--- config.mk ---
export PLATFORM = sky130hd
export DESIGN_NAME = evt_timer
export DESIGN_NICKNAME = d
export VERILOG_FILES = /design/src/rtl/evt_timer_pkg.sv /design/src/rtl/evt_timer_edge.sv /design/src/rtl/evt_timer_presc.sv /design/src/rtl/evt_timer_core.sv /design/src/rtl/evt_timer.sv
export SDC_FILE = /design/constraint.sdc
export NUM_CORES = 1
export LEC_CHECK = 0
export BUFFER_PORTS_ARGS = -buffer_cell sky130_fd_sc_hd__buf_4
export CAP_MARGIN = 10
export CORE_MARGIN = 5
export CORE_UTILIZATION = 30
export DETAILED_ROUTE_END_ITERATION = 6
export SLEW_MARGIN = 20
export SYNTH_ARGS = -nofsm -noshare
export SYNTH_HDL_FRONTEND = slang
export SYNTH_HIERARCHICAL = 1
export SYNTH_SLANG_ARGS = --single-unit
--- constraint.sdc ---
create_clock -name clk -period 4.45 [get_ports clk]
set_clock_uncertainty 0.2 [all_clocks]
set_input_delay 0.445 -clock clk [delete_from_list [all_inputs] [get_ports clk]]
set_output_delay 0.445 -clock clk [all_outputs]
set_load 0.02 [all_outputs]
--- src/rtl/evt_timer_pkg.sv ---
// Package: shared constants and the decoded option record for evt_timer.
// Assumes an 8-bit option byte; bit positions below are the software contract.
package evt_timer_pkg;
    localparam int OPT_W        = 8;
    localparam int RATE_W       = 3;
    localparam int OPT_SRC_BIT  = 0;
    localparam int OPT_EDGE_BIT = 1;
    localparam int OPT_BYP_BIT  = 2;
    localparam int OPT_RATE_LSB = 3;
    localparam int OPT_USED     = OPT_RATE_LSB + RATE_W;

    typedef struct packed {
        logic [RATE_W-1:0] rate;
        logic              bypass;
        logic              fall_edge;
        logic              ext_src;
    } opt_t;

    localparam opt_t OPT_RESET = '{rate: '0, bypass: 1'b1, fall_edge: 1'b0, ext_src: 1'b0};

    typedef enum logic {
        SEL_COUNT  = 1'b0,
        SEL_OPTION = 1'b1
    } reg_sel_e;

    // Unpack the used bits of an option byte into the record.
    function automatic opt_t decode_opt(input logic [OPT_W-1:0] b);
        opt_t o;
        o.ext_src   = b[OPT_SRC_BIT];
        o.fall_edge = b[OPT_EDGE_BIT];
        o.bypass    = b[OPT_BYP_BIT];
        o.rate      = b[OPT_RATE_LSB +: RATE_W];
        return o;
    endfunction

    // Repack the record into a byte; unused upper bits read zero.
    function automatic logic [OPT_W-1:0] encode_opt(input opt_t o);
        logic [OPT_W-1:0] b;
        b = '0;
        b[OPT_SRC_BIT]              = o.ext_src;
        b[OPT_EDGE_BIT]             = o.fall_edge;
        b[OPT_BYP_BIT]              = o.bypass;
        b[OPT_RATE_LSB +: RATE_W]   = o.rate;
        return b;
    endfunction
endpackage

--- src/rtl/evt_timer_edge.sv ---
// Module: evt_timer_edge
// Brings the asynchronous pin into the clock domain through STAGES flops,
// then emits a one-cycle pulse on the selected edge (rising or falling).
// Assumes STAGES >= 2 and that the pin is stable for more than one clock.
module evt_timer_edge #(
    parameter int STAGES = 2
) (
    input  logic clk,
    input  logic rst_n,
    input  logic pin_async,
    input  logic fall_sel,
    output logic edge_pulse
);
    logic [STAGES-1:0] sync_q;
    logic              prev_q;
    logic              pin_s;

    // Synchroniser shift chain.
    always_ff @(posedge clk) begin
        if (!rst_n) sync_q <= '0;
        else        sync_q <= {sync_q[STAGES-2:0], pin_async};
    end

    assign pin_s = sync_q[STAGES-1];

    // Last synchronised level, kept for edge comparison.
    always_ff @(posedge clk) begin
        if (!rst_n) prev_q <= 1'b0;
        else        prev_q <= pin_s;
    end

    // Edge decode, polarity chosen by fall_sel.
    always_comb begin
        if (fall_sel) edge_pulse = prev_q & ~pin_s;
        else          edge_pulse = pin_s & ~prev_q;
    end

    // a counted edge cannot repeat on the next cycle unless the polarity changed
    edge_no_repeat_chk: assert property (@(posedge clk) disable iff (!rst_n)
        edge_pulse |=> (!edge_pulse || (fall_sel != $past(fall_sel))));
endmodule

--- src/rtl/evt_timer_presc.sv ---
// Module: evt_timer_presc
// Picks the pulse source (system clock halved, or external edges) and divides
// it by 2^(rate+1) unless bypassed. A restart clears both dividers.
// Assumes external pulses are never on two adjacent cycles.
module evt_timer_presc #(
    parameter int RATE_W = 3
) (
    input  logic              clk,
    input  logic              rst_n,
    input  logic              restart,
    input  logic              ext_src,
    input  logic              ext_pulse,
    input  logic              bypass,
    input  logic [RATE_W-1:0] rate,
    output logic              adv
);
    localparam int PS_W = 1 << RATE_W;

    logic            half_q;
    logic [PS_W-1:0] pcnt_q;
    logic [PS_W-1:0] mask;
    logic            src_tick;
    logic            wrap;

    // Divide-by-two stage for the internal source.
    always_ff @(posedge clk) begin
        if (!rst_n || restart) half_q <= 1'b0;
        else                   half_q <= ~half_q;
    end

    // Source select and terminal-count decode.
    always_comb begin
        src_tick = ext_src ? ext_pulse : half_q;
        mask     = {PS_W{1'b1}} >> (RATE_W'(PS_W - 1) - rate);
        wrap     = (pcnt_q & mask) == mask;
        adv      = bypass ? src_tick : (src_tick && wrap);
    end

    // Prescale counter, held at zero while bypassed.
    always_ff @(posedge clk) begin
        if (!rst_n || restart || bypass) pcnt_q <= '0;
        else if (src_tick)               pcnt_q <= wrap ? '0 : pcnt_q + PS_W'(1);
    end

    // the halved internal tick never appears on two adjacent cycles
    half_tick_chk: assert property (@(posedge clk) disable iff (!rst_n)
        (!ext_src && src_tick) |=> !half_q);

    // a prescaled advance is followed by a cycle without one
    presc_gap_chk: assert property (@(posedge clk) disable iff (!rst_n)
        (adv && !bypass) |=> !adv);
endmodule

--- src/rtl/evt_timer_core.sv ---
// Module: evt_timer_core
// The loadable up-counter and its sticky wrap flag. A load wins over an
// advance in the same cycle; a wrap set wins over a clear.
module evt_timer_core #(
    parameter int CNT_W = 8
) (
    input  logic             clk,
    input  logic             rst_n,
    input  logic             load,
    input  logic [CNT_W-1:0] load_val,
    input  logic             adv,
    input  logic             ovf_clr,
    output logic [CNT_W-1:0] cnt,
    output logic             ovf_flag
);
    logic wrap_now;

    assign wrap_now = adv && !load && (&cnt);

    // Count register: load, else advance.
    always_ff @(posedge clk) begin
        if (!rst_n)   cnt <= '0;
        else if (load) cnt <= load_val;
        else if (adv)  cnt <= cnt + CNT_W'(1);
    end

    // Sticky overflow flag.
    always_ff @(posedge clk) begin
        if (!rst_n)        ovf_flag <= 1'b0;
        else if (wrap_now) ovf_flag <= 1'b1;
        else if (ovf_clr)  ovf_flag <= 1'b0;
    end


    load_value_chk: assert property (@(posedge clk) disable iff (!rst_n)
        load |=> (cnt == $past(load_val)));


    step_one_chk: assert property (@(posedge clk) disable iff (!rst_n)
        !load |=> ((cnt == $past(cnt)) || (cnt == $past(cnt) + CNT_W'(1))));


    flag_origin_chk: assert property (@(posedge clk) disable iff (!rst_n)
        $rose(ovf_flag) |-> ((cnt == '0) && ($past(cnt) == '1)));


    flag_sticky_chk: assert property (@(posedge clk) disable iff (!rst_n)
        (ovf_flag && !ovf_clr) |=> ovf_flag);
endmodule

--- src/rtl/evt_timer.sv ---
// Module: evt_timer (top)
// Holds the option byte, routes register writes and reads, and wires the
// synchroniser, prescaler and counter together. Reads are combinational.
module evt_timer
    import evt_timer_pkg::*;
#(
    parameter int CNT_W       = 8,
    parameter int SYNC_STAGES = 2
) (
    input  logic             clk,
    input  logic             rst_n,
    input  logic             wr_en,
    input  logic             wr_sel,
    input  logic [CNT_W-1:0] wr_data,
    input  logic             rd_sel,
    output logic [CNT_W-1:0] rd_data,
    input  logic             ext_pin,
    input  logic             ovf_clr,
    output logic             ovf_flag
);
    opt_t             opt_q;
    logic             cnt_load;
    logic             opt_load;
    logic             edge_pulse;
    logic             adv;
    logic [CNT_W-1:0] cnt;
    logic [OPT_W-1:0] opt_byte;

    // Write decode.
    always_comb begin
        cnt_load = wr_en && (reg_sel_e'(wr_sel) == SEL_COUNT);
        opt_load = wr_en && (reg_sel_e'(wr_sel) == SEL_OPTION);
    end

    // Option register.
    always_ff @(posedge clk) begin
        if (!rst_n)        opt_q <= OPT_RESET;
        else if (opt_load) opt_q <= decode_opt(OPT_W'(wr_data));
    end

    evt_timer_edge #(.STAGES(SYNC_STAGES)) u_edge (
        .clk        (clk),
        .rst_n      (rst_n),
        .pin_async  (ext_pin),
        .fall_sel   (opt_q.fall_edge),
        .edge_pulse (edge_pulse)
    );

    evt_timer_presc #(.RATE_W(RATE_W)) u_presc (
        .clk       (clk),
        .rst_n     (rst_n),
        .restart   (cnt_load),
        .ext_src   (opt_q.ext_src),
        .ext_pulse (edge_pulse),
        .bypass    (opt_q.bypass),
        .rate      (opt_q.rate),
        .adv       (adv)
    );

    evt_timer_core #(.CNT_W(CNT_W)) u_core (
        .clk      (clk),
        .rst_n    (rst_n),
        .load     (cnt_load),
        .load_val (wr_data),
        .adv      (adv),
        .ovf_clr  (ovf_clr),
        .cnt      (cnt),
        .ovf_flag (ovf_flag)
    );

    // Read mux.
    always_comb begin
        opt_byte = encode_opt(opt_q);
        if (reg_sel_e'(rd_sel) == SEL_OPTION) rd_data = CNT_W'(opt_byte);
        else                                  rd_data = cnt;
    end

    // in external mode nothing advances without a counted pin edge
    ext_only_chk: assert property (@(posedge clk) disable iff (!rst_n)
        (opt_q.ext_src && !edge_pulse) |-> !adv);
endmodule

==> results of run 1 <==
placed cells by master (no fill, tap or decap), drive strengths merged, types with 4 or more instances in the layout:
master and n:
buf 23, o21ai 16, nand4 11, nand2b 4, dfxtp 27, mux2 7
a21oi 4, xnor2 5, and2 7, nor2 9, nand2 15, nand3 7
xor2 6
cell usage after synthesis, types with 2 or more instances:
| master | number |
|---|---|
| sky130_fd_sc_hd__nor3b_1 | 2 |
| sky130_fd_sc_hd__dfxtp_1 | 27 |
| sky130_fd_sc_hd__nor2_1 | 9 |
| sky130_fd_sc_hd__ha_1 | 2 |
| sky130_fd_sc_hd__nand2_1 | 15 |
| sky130_fd_sc_hd__nor3_1 | 3 |
| sky130_fd_sc_hd__mux2_2 | 7 |
| sky130_fd_sc_hd__inv_1 | 2 |
| sky130_fd_sc_hd__and2_1 | 6 |
| sky130_fd_sc_hd__buf_2 | 2 |
| sky130_fd_sc_hd__nand4_1 | 10 |
| sky130_fd_sc_hd__a31oi_1 | 2 |
| sky130_fd_sc_hd__xnor2_1 | 5 |
| sky130_fd_sc_hd__nand3_1 | 7 |
| sky130_fd_sc_hd__mux2i_1 | 2 |
| sky130_fd_sc_hd__a21oi_1 | 4 |
| sky130_fd_sc_hd__o21a_1 | 2 |
| sky130_fd_sc_hd__or3_1 | 2 |
| sky130_fd_sc_hd__xor2_1 | 6 |
| sky130_fd_sc_hd__o21ai_0 | 16 |
| sky130_fd_sc_hd__nor2b_1 | 3 |
| sky130_fd_sc_hd__nand2b_1 | 4 |
per-stage QoR:
step	util [%]	area (um2)	cells	setup WS, ns
2_1_floorplan	-	1400	157	2.28
3_3_place_gp	36.1	1610	227	2.14
3_5_place_dp	36.1	1610	227	2.06
4_1_cts	37.2	1650	231	2.04
5_1_grt	37.2	1650	231	1.87
6_report	37.2	1650	231	2.04
sequential cells by signal (all words and copies together), names as in the netlist:
register         count
u_presc/pcnt_q       8
u_edge/sync_q        2
u_core/ovf_flag      1
u_presc/half_q       1
u_edge/prev_q        1
u_core/cnt           8
opt_byte             6
metal layers:
| metal | vias to the layer above | share of wire [%] | GRT usage [%] |
|---|---|---|---|
| met4 | 0 | 1.3 | 3.67 |
| met5 | - | 0 | 0 |
| met3 | 2 | 5.3 | 2.17 |
| met2 | 35 | 41 | 14.1 |
| li1 | 608 | - | - |
| met1 | 560 | 52 | 16.8 |
worst register-to-register path, stage by stage (launching register included):
cell	delay [ns]
sky130_fd_sc_hd__dfxtp_1	0.43
sky130_fd_sc_hd__o21ba_1	0.17
sky130_fd_sc_hd__o32a_1	0.37
sky130_fd_sc_hd__nor3_1	0.16
sky130_fd_sc_hd__o21a_1	0.33
sky130_fd_sc_hd__nand2_1	0.17
sky130_fd_sc_hd__or3_1	0.37
sky130_fd_sc_hd__a31oi_1	0.15
cells by family (layout without fill, tap and decap cells):
| kind of cell | after synthesis | after routing | share of synthesized area [%] |
|---|---|---|---|
| buffers and inverters | 7 | 29 | 2.60 |
| DFF | 27 | 27 | 38.7 |
| and+or+nand+nor | 70 | 70 | 27.8 |
| xor gates and xnor gates | 11 | 11 | 6.89 |
| muxes | 9 | 9 | 7.07 |
| AOI/OAI and AO/OA | 31 | 31 | 15.2 |
| adders and majority gates | 2 | 2 | 1.79 |
how the worst max path moves through the flow:
stage	start	endpoint	slack, ns	depth (start not counted)
after CTS	u_presc/pcnt_q[1]	u_core/cnt[6]	2.04	7
final	u_presc/pcnt_q[1]	u_core/cnt[6]	2.04	7
after detailed placement	u_presc/pcnt_q[1]	u_core/cnt[6]	2.06	7
after global routing	u_presc/pcnt_q[1]	u_core/cnt[6]	1.87	7
after global placement	u_presc/pcnt_q[1]	u_core/cnt[6]	2.14	7
after floorplan	u_presc/pcnt_q[1]	u_core/cnt[7]	2.28	8
layout make-up:
class                      count  area, um2  share of cell area (%)
multi-input combinational    123        821                    49.7
sequential                    27        541                    32.7
timing repair buffer          23        173                    10.4
tap                           52       65.1                    3.94
clock buffer                   3       41.3                    2.50
inverter                       2       7.51                   0.454
clock inverter                 1       5.00                   0.303
power groups by stage:
stage               logic, mW  clock network, mW  registers (mW)
detailed placement     0.0721                  0           0.270
finish                 0.0720              0.140           0.264
global placement       0.0721                  0           0.270
CTS                    0.0727              0.146           0.264
floorplan              0.0469                  0           0.266
global route           0.0801              0.154           0.266
==> out/metrics.yaml, run 1 <==
outcome: "complete, no violations"
maxCapViolCount: 0
timing.hold.worst.start: "ext_pin"
netlist_top_cells_area: "sky130_fd_sc_hd__dfxtp_1 (39%), sky130_fd_sc_hd__o21ai_0 (5.7%), sky130_fd_sc_hd__mux2_2 (5.6%)"
power.internal_mw: 0.349
worstPathRequired_ns: 4.46
netlist_cell_types: 41
p_switching_mw: 0.127
worstSetupStartpointType: "register"
timing.fmax_mhz: 415
netlist.area_leader.share_pct: 38.7
tritoncts: "built"
yosys_warnings: 6
input_output_buffers: 23
cts-root-to-sink-buffers: 2
die-height_um: 78.3
dpl.hpwl_um: 2290
final_hold_viol_count: 0
synth.largest_area_cell: "sky130_fd_sc_hd__dfxtp_1"
detail_route.wl_per_cell_um: 13.5
synth.cell_area_mm2: 0.00140
grt_first_pass_wirelength_um: 5320
ys_async_sr_fraction_pct: 0
syn2layout_area_growth_pct: 18.3
power.share.combinational_pct: 15.1
period_share_pct: 54.1
row_count: 24
r2r.worst_path.cells: 7
regToRegSetupSlack_ns: 2.04
worstReg2RegEnd: "u_core/cnt[6]"
netSwitchingFraction_pct: 26.8
setup-tns-final_ns: 0
synthesis.nets: 174
top_level_ports: 24
postSynthCellCount: 157
min-delay-path-class: "in2reg"
critical-path-top-delay-family: "compound AO/OA/AOI/OAI gates"
hold_slack_ns: 0.177
power.density_mw_per_mm2: 288
worstSetupEndpointType: "register"
route.vias.total: 1205
worstPathCellList: "o21ba_1 -> o32a_1 -> nor3_1 -> o21a_1 -> nand2_1 -> or3_1 -> a31oi_1"
max_slew_margin_pct: 65.8
crit_path_top_delay_cell: "sky130_fd_sc_hd__dfxtp_1"
cts.repair_timing.setup_buffer_count: 0
finalWirelength_um: 3120
initial_antenna_violation_count: 0
clkSlewWorstSetupHoldPaths_ns: 0.10
drtIter0Drc: 58
chipWidth_um: 78.3
maximum_number_of_pins_on_one_net_before_global_route_repair: 27
final-setup-viol-count: 0
worst_vdd_drop_mv: 0.143
leakage_nw: 0.622
drive_above_1_share_pct: 21.8
detailed_routing_iteration_count_for_the_pre_antenna_repair_pass: 4
overflow: 0
remaining_drc_errors: 0
cts-hold-fix-buffers: 0
start_util_pct: 31.4
worstHoldPathCells: 2
holdPathEnd: "u_edge/sync_q[0]"
clock_tree_sinks: 27
nNetsFinal: 197
critical_path_peak_fanout: 9
cp_slowest_stage_delay_ns: 0.43
die-area_mm2: 0.00612
nFillCells: 484
cts_buffers: 3
cts_root_buffer: "sky130_fd_sc_hd__clkbuf_8"
clk_latency_ns: 0.27
timing.final.crit_period_ns: 2.41
avgSynthCellArea_um2: 8.90
floorplan.core_area_mm2: 0.00444
cp.buffers_inverters: 0
flip_flop_and_latch_count_after_synthesis: 27
setup_repair_after_global_routing_missed_its_margin: "false"
reg_power_share_pct: 55.4
crit_type: "reg2reg"
final_count_of_pins_violating_max_slew: 0
antenna_diodes: 0
synth-seq-area-share_pct: 38.7
post-layout-total-power_mw: 0.477
viasPerCell: 5.22
groute.usage.overall_pct: 10.7
synthFlopType: "sky130_fd_sc_hd__dfxtp_1"
worst-slew-pin-transition_ns: 0.499
via_count_of_the_first_global_routing_pass: 1085
synth-edff-count: 0
crit_arrival_ns: 2.42
timing.rr.start: "u_presc/pcnt_q[1]"
clock_tree.htree_level_count: 1
clock_power_share_pct: 29.4
drt.antenna.violating_nets: 0
post_cts_resize_count: 0
gp_congestion: 0.754
Power figures use the tool's default switching activity.
==> inputs of run 2 (changes only) <==
clock period = 2.3 ns   (was 4.45 ns; I/O delays follow)
==> run 2 against run 1 <==
- non-clock buffer count grew 8
- wire length grew 2.8%
- cell count grew 3.5%
- clock power grew 96%
- critical endpoint unchanged
- sequential share of layout area shrank 1.5 points
- maximum frequency grew 13%
- sequential power grew 94%
- critical path depth is the same
- total power grew 96%
- first-iteration DRC count grew to 2.6 times the previous value
- die area is the same
- worst setup slack lost 1.9 ns
==> out/metrics.yaml, run 2 (same netlist as run 1, synthesis figures left out) <==
cp.buffers_inverters: 0  # unchanged
die-area_mm2: 0.00612  # unchanged
final_count_of_pins_violating_max_slew: 0  # unchanged
hold_slack_ns: 0.0119  # -0.165 ns
timing.final.crit_period_ns: 2.14  # -0.270 ns
die-height_um: 78.3  # unchanged
layout_commonest_cell: "sky130_fd_sc_hd__dfxtp_1"
detailed_routing_iteration_count_for_the_pre_antenna_repair_pass: 4  # unchanged
dpl_worst_slack_ns: 0.103  # -1.96 ns
drt.antenna.violating_nets: 0  # unchanged
power.density_mw_per_mm2: 541  # +88%
cts_buffers: 3  # unchanged
antenna_diodes: 0  # unchanged
cp_slowest_stage_delay_ns: 0.38  # -0.05 ns
remaining_drc_errors: 0  # unchanged
input_output_buffers: 23  # unchanged
worstSetupStartpoint: "opt_byte[4]"
regToRegSetupSlack_ns: 0.16  # -1.88 ns
timing.fmax_mhz: 467  # +13%
via_count_of_the_first_global_routing_pass: 1095  # +0.92%
nFillCells: 467  # -3.5%
detail_route.wl_per_cell_um: 13.4  # -0.65%
max_slew_margin_pct: 62.9  # -2.9 points
outcome: "complete, no violations"
timing.final.ws_setup_ns: 0.161  # -1.88 ns
clkSlewWorstSetupHoldPaths_ns: 0.09  # about the same
route.vias.total: 1215  # +0.83%
groute.usage.overall_pct: 11.0  # +0.33 points
setup_repair_after_global_routing_missed_its_margin: "false"
setup-tns-final_ns: 0  # unchanged
worstSetupEndpointType: "register"
worstPathRequired_ns: 2.31  # -2.15 ns
viasPerCell: 5.08  # -2.5%
timing.hold.worst.start: "wr_data[0]"
floorplan.core_area_mm2: 0.00444  # unchanged
layout.cells.most_common_list: "sky130_fd_sc_hd__dfxtp_1 (27), sky130_fd_sc_hd__buf_4 (26), sky130_fd_sc_hd__nand2_1 (15), sky130_fd_sc_hd__o21ai_0 (15), sky130_fd_sc_hd__nand4_1 (10)"
initial_antenna_violation_count: 0  # unchanged
worstSetupStartpointType: "register"
worstPathCellList: "o21ba_1 -> o32a_1 -> nor3_2 -> o21a_2 -> nand2_1 -> or3_1 -> a31oi_1"
chipWidth_um: 78.3  # unchanged
min-delay-path-class: "in2reg"
critical-path-top-delay-family: "compound AO/OA/AOI/OAI gates"
cts_root_buffer: "sky130_fd_sc_hd__clkbuf_8"
worstHoldPathCells: 3  # +1
nNetsFinal: 205  # +4.1%
critical_path_peak_fanout: 7  # -2
top_level_ports: 24  # unchanged
cts.repair_timing.setup_buffer_count: 0  # unchanged
worst_vdd_drop_mv: 0.377  # +160%
r2r.worst_path.cells: 7  # unchanged
cp.depth: 7  # unchanged
leakage_nw: 0.658  # +5.8%
clock_tree.htree_level_count: 1  # unchanged
maxCapViolCount: 0  # unchanged
grt_first_pass_wirelength_um: 5470  # +2.9%
crit_type: "reg2reg"
period_share_pct: 93.0  # +39 points
clk_latency_ns: 0.27  # about the same
clock_tree_sinks: 27  # unchanged
final_hold_viol_count: 0  # unchanged
drive_above_1_share_pct: 23.0  # +1.2 points
syn2layout_area_growth_pct: 23.8
row_count: 24  # unchanged
overflow: 0  # unchanged
layout.area.seq_um2: 541  # unchanged
drtIter0Drc: 152  # +160%
finalWirelength_um: 3200  # +2.8%
timing.rr.start: "opt_byte[4]"
dpl.hpwl_um: 2310  # +0.88%
cts-root-to-sink-buffers: 2  # unchanged
multiInputGateArea_um2: 827  # +0.76%
gp_congestion: 0.774  # +2.7%
worst-slew-pin-transition_ns: 0.541  # +0.0420 ns
maximum_number_of_pins_on_one_net_before_global_route_repair: 27  # unchanged
start_util_pct: 31.4  # unchanged
crit_path_top_delay_cell: "sky130_fd_sc_hd__o32a_1"
tritoncts: "built"
crit_arrival_ns: 2.15  # -0.27 ns
final-setup-viol-count: 0  # unchanged
run 2: cell type report:
| class | count | share of cell area (%) |
|---|---|---|
| well taps | 52 | 3.76 |
| flip-flops and latches | 27 | 31.2 |
| repair buffers | 31 | 14.2 |
| clock buffers | 4 | 2.60 |
| inverters | 2 | 0.434 |
| multi-input cells | 123 | 47.8 |
run 2: worst paths after layout:
check	to
min reg2reg	u_edge/sync_q[1]
max	u_core/cnt[6]
min	opt_byte[0]
max reg2reg	u_core/cnt[6]
run 2: power breakdown:
part	internal, mW	switching, mW	total, mW	leakage (nW)
sequential	0.487	0.0247	0.511	0.221
clock	0.124	0.150	0.275	0.0228
combinational	0.0754	0.0750	0.150	0.414
total	0.686	0.250	0.936	0.658
run 2: metal layers:
metal / vias to the layer above / part of all wire, % / global-route usage [%]
met4: 0 / 1.4 / 3.67
met3: 2 / 3.9 / 2.52
met5: - / 0 / 0
met2: 23 / 41 / 14.9
li1: 626 / - / -
met1: 564 / 54 / 16.9
run 2: worst min-delay path, cell delays in order:
cell and delay, ns:
sky130_fd_sc_hd__buf_4 0.09, sky130_fd_sc_hd__nand4_1 0.06, sky130_fd_sc_hd__o21ai_0 0.07
run 2: stage by stage:
| stage | total power, mW | instance area, um2 | utilization (%) | cells |
|---|---|---|---|---|
| after CTS | 0.945 | 1720 | 38.8 | 239 |
| after global placement | 0.664 | 1630 | 36.7 | 230 |
| after floorplan | 0.605 | 1400 | - | 157 |
| final | 0.936 | 1730 | 38.9 | 239 |
| after detailed placement | 0.664 | 1630 | 36.7 | 230 |
| after global routing | 0.979 | 1730 | 38.9 | 239 |
run 2: timing repair:
item | in CTS | in global routing
gates resized for setup | 0 | 3
endpoints found under the hold margin | 5 | 0
endpoints found under the setup margin | 0 | 6
hold buffers | 5 | 0
